## src/rtl/acc_core.sv

```systemverilog
module acc_core #(
  parameter int ADDR_W = 16,
  parameter int DATA_W = 16,
  parameter int CNT_W  = 32
) (
  input  logic              clk,
  input  logic              rst_n,
  output logic              imem_re,
  output logic [ADDR_W-1:0] imem_addr,
  input  logic [7:0]        imem_data,
  output logic              dmem_re,
  output logic              dmem_we,
  output logic [ADDR_W-1:0] dmem_addr,
  output logic [DATA_W-1:0] dmem_wdata,
  input  logic [DATA_W-1:0] dmem_rdata,
  output logic [ADDR_W-1:0] pc,
  output logic [DATA_W-1:0] acc,
  output logic              halted,
  output logic [CNT_W-1:0]  ifetch_bytes,
  output logic [CNT_W-1:0]  data_bytes
);
  localparam logic [7:0] OP_LD  = 8'h01;
  localparam logic [7:0] OP_ST  = 8'h02;
  localparam logic [7:0] OP_ADD = 8'h03;
  localparam logic [7:0] OP_HLT = 8'hFF;
  localparam int         HALF_W = ADDR_W / 2;
  localparam logic [ADDR_W-1:0] INSN_LEN = ADDR_W'(3);
  localparam logic [CNT_W-1:0]  WORD_BYTES = CNT_W'(DATA_W / 8);

  typedef enum logic [2:0] {S_OP, S_HI, S_LO, S_EX, S_HALT} phase_t;

  phase_t            state;
  logic [7:0]        opcode;
  logic [HALF_W-1:0] addr_hi, addr_lo;
  logic              is_mem_op;

  assign imem_re    = (state == S_OP) || (state == S_HI) || (state == S_LO);
  assign imem_addr  = pc + ((state == S_HI) ? ADDR_W'(1) :
                            (state == S_LO) ? ADDR_W'(2) : ADDR_W'(0));
  assign is_mem_op  = (opcode == OP_LD) || (opcode == OP_ST) || (opcode == OP_ADD);
  assign dmem_addr  = {addr_hi, addr_lo};
  assign dmem_wdata = acc;
  assign dmem_we    = (state == S_EX) && (opcode == OP_ST);
  assign dmem_re    = (state == S_EX) && ((opcode == OP_LD) || (opcode == OP_ADD));
  assign halted     = (state == S_HALT);

  always_ff @(posedge clk) begin
    if (!rst_n) begin
      state        <= S_OP;
      pc           <= '0;
      acc          <= '0;
      opcode       <= '0;
      addr_hi      <= '0;
      addr_lo      <= '0;
      ifetch_bytes <= '0;
      data_bytes   <= '0;
    end else begin
      if (imem_re) ifetch_bytes <= ifetch_bytes + CNT_W'(1);
      case (state)
        S_OP: begin
          opcode <= imem_data;
          state  <= S_HI;
        end
        S_HI: begin
          addr_hi <= imem_data[HALF_W-1:0];
          state   <= S_LO;
        end
        S_LO: begin
          addr_lo <= imem_data[HALF_W-1:0];
          state   <= S_EX;
        end
        S_EX: begin
          if (opcode == OP_LD)  acc <= dmem_rdata;
          if (opcode == OP_ADD) acc <= acc + dmem_rdata;
          if (is_mem_op) data_bytes <= data_bytes + WORD_BYTES;
          if (opcode == OP_HLT) begin
            state <= S_HALT;
          end else begin
            pc    <= pc + INSN_LEN;
            state <= S_OP;
          end
        end
        default: state <= S_HALT;
      endcase
    end
  end
endmodule

```

## config.mk

```make
export PLATFORM = sky130hd
export DESIGN_NAME = acc_core
export DESIGN_NICKNAME = d
export VERILOG_FILES = /design/src/rtl/acc_core.sv
export SDC_FILE = /design/constraint.sdc
export NUM_CORES = 1
export LEC_CHECK = 0
export BUFFER_PORTS_ARGS = -buffer_cell sky130_fd_sc_hd__buf_2
export CAP_MARGIN = 20
export CORE_UTILIZATION = 45
export CTS_CLUSTER_DIAMETER = 100
export DETAILED_ROUTE_END_ITERATION = 10
export GPL_TIMING_DRIVEN = 0
export PLACE_DENSITY = 0.7
export SLEW_MARGIN = 10
export SYNTH_ARGS = -nofsm -noshare
export SYNTH_HDL_FRONTEND = slang
export SYNTH_SLANG_ARGS = --single-unit
```

## constraint.sdc

```tcl
create_clock -name clk -period 3.5 [get_ports clk]
set_input_delay 0.7 -clock clk [delete_from_list [all_inputs] [get_ports clk]]
set_output_delay 0.7 -clock clk [all_outputs]
set_load 0.03 [all_outputs]
```

==> results.txt <==
run status = complete, no violations
Post-Synthesis Cells = 756
most frequent CP cell = buf_2
Crit Path Category = flip-flop to primary output
CTS buffer count = 17
period utilization = 0.9580
DR WL/cell = 14.13 µm
Final HPWL DP = 11.78 mm
WHS = 0.4500 ns
router iterations before antenna repair = 4
clk_skew = 0.005687 ns
count of final max-slew check failures = 0
CP Cell Sequence = buf_2 -> nor3b_2 -> buf_4 -> ha_1 -> inv_1 -> fa_2 -> nand4b_1 -> nor2_1 -> xor2_1 -> buf_2
Core ar. = 13930 µm²
Tmin final = 3.353 ns
All-Layer GR Usage = 0.2212
largest net degree at the start of global routing = 17
most instantiated cells after synthesis = dfxtp_1 (122), nand2_1 (85), nor2_1 (66)
mapped cell area = 6452 µm²
TritonCTS clock tree = yes
Multi-input gate area = 3712 µm²
Slew @ Worst Pin = 0.8034 ns
Die Area = 14820 µm²
Routed Antenna Nets = 0
Final WS setup = 0.1471 ns
required time worst endpoint = 2.80 ns
MaxCap Viol Count = 0
Reg area = 2442 µm²
leak pwr = 0.003710 µW
Syn Area/Cell = 8.535 µm²
top cells by area, synth = dfxtp_1 (38%), xnor2_1 (6.4%), nand2_1 (4.9%)
r2r worst-path depth = 8
fillers = 1287
initial antenna violation count = 0
die width = 121.7 µm
worst hold path type = flip-flop to flip-flop
DR DRC count = 0
yosys warns = 0
crit path capture type = primary output
Synth cell types = 63
worst slack at placement = -0.1734 ns
CP Max Fanout = 8
vias per inst = 5.166
cell count along the critical path = 10
Layout area overhead = 27.15%
fin nets = 1002
register area share after synthesis = 0.3785
Largest delay share family, worst path = simple AND/OR/NAND/NOR gates
vias in the first global route = 5270
Initial Utilization = 0.4631
Util after Layout = 0.5888
initial DRC count = 311
Vias = 5915
EDFF count, synth = 0
final instance area = 8204 µm²
H-tree depth = 4
share of synthesized registers carrying an async set or reset = 0
Worst VDD drop = 346.4 µV
hold_buf cts = 0
Top FF cell, synth = dfxtp_1
clock sink count = 122
placed cell area = 7533 µm²
slowest CP cell = fa_2
Clock transition at path regs = 0.05 ns
Synth area leader = dfxtp_1
Die Y = 121.7 µm
RD Place Congestion = 0.9010
Syn Nets = 804
Critical Path Source Type = flip-flop
first-pass GRT wire length = 25.74 mm
latest clock arrival within the worst-skew pair = 0.42 ns
FP Rows = 43
Worst Path Arrival = 2.65 ns
most common cell in the synthesized netlist = dfxtp_1
ant diodes = 0
Max transition margin = 0.4615
register bit total from synthesis = 122
Buffers & Inverters on Critical Path = 4
final hold violations = 0
GRT overflow = 0
WL final = 16.18 mm
FF-to-FF setup slack = 0.82 ns
CTS root buffer = clkbuf_16
CTS Buffer Depth = 2
Final Power = 3390 µW
slowest stage delay, CP = 0.37 ns
PD cells = 413.2 nW/µm²
Fmax = 298.3 MHz
hold path depth = 2
final setup violation count = 0
# IOs = 174
layout cells sized above 1 = 0.2549
Yosys top cell area share = 0.3785
input/output buffers = 171
==> area by class of cell <==
class,instances,area share
buffer,45,0.03020
clock buffer,23,0.06192
clock inverter,7,0.007930
inverter,19,0.009761
multi-input combinational,570,0.4525
sequential,122,0.2977
tap,180,0.02745
timing repair buffer,179,0.1126
==> power by group <==
group / internal (µW) / total [µW] / switching [µW]
Sequential: 1420 / 1440 / 21.0
Combinational: 94.7 / 270 / 175
Clock: 1070 / 1680 / 608
Total: 2590 / 3390 / 804
==> final timing paths <==
kind	start	end
worst max-delay path	state[0]	imem_addr[10]
worst min-delay path	addr_lo[2]	addr_lo[2]
worst max register to register	acc[0]	acc[12]
worst min register to register	addr_lo[2]	addr_lo[2]
==> per-layer routing <==
layer  wire length (µm)  track usage  vias to the layer above
met2               7342       0.3510                      157
met1               7632       0.2850                     2715
met4                329      0.08565                        0
met5                  0            0                        -
met3                873      0.05852                       28
li1                   -            -                     3015
==> timing repair <==
item | in CTS | in global routing
hold endpoints to repair | 0 | 0
setup endpoints to repair | 14 | 8
resized for setup | 8 | 6
pin swaps | 0 | 2
setup buffers | 2 | 6
==> state kept, by name (all words and copies together), names as in the netlist <==
| signal | flops |
|---|---|
| data_bytes | 31 |
| pc | 16 |
| addr_hi | 8 |
| addr_lo | 8 |
| ifetch_bytes | 32 |
| opcode | 8 |
| state | 3 |
| acc | 16 |
==> stage by stage <==
stage / TNS (ns) / instances
2_1_floorplan: 0 / 756
3_3_place_gp: -0.7990 / 1107
3_5_place_dp: -0.7908 / 1107
4_1_cts: 0 / 1139
5_1_grt: -0.007379 / 1145
6_report: 0 / 1145
==> logic make-up after synthesis <==
logic type                 synth area share
AOI/OAI and AO/OA                    0.1140
xor gates and xnor gates             0.1032
adders and majority gates           0.04499
buffers and inverters               0.04887
DFF                                  0.3785
muxes                               0.04188
other                             0.0005812
and+or+nand+nor                      0.2680
==> worst reg2reg max path, cell delays in order (launching register included) <==
cell and delay, ns:
dfxtp_1 0.33, ha_1 0.23, fa_1 0.44, a211oi_1 0.33, nor2_1 0.13, o21ai_0 0.39
o21ai_0 0.21, and4b_1 0.21, o41ai_1 0.31
==> layout by cell type, fill, tap and decap left out, types with 21 or more instances in the layout <==
master | Yosys | routed
a21oi_1 | 21 | 21
and2_1 | 41 | 41
buf_2 | 3 | 171
buf_4 | 17 | 28
clkbuf_1 | 22 | 22
dfxtp_1 | 122 | 122
mux2i_1 | 27 | 27
nand2_1 | 85 | 84
nand3_1 | 34 | 34
nand4_1 | 21 | 21
nor2_1 | 66 | 66
o21ai_0 | 32 | 32
xnor2_1 | 47 | 47
xor2_1 | 29 | 29
Power figures use the tool's default switching activity.
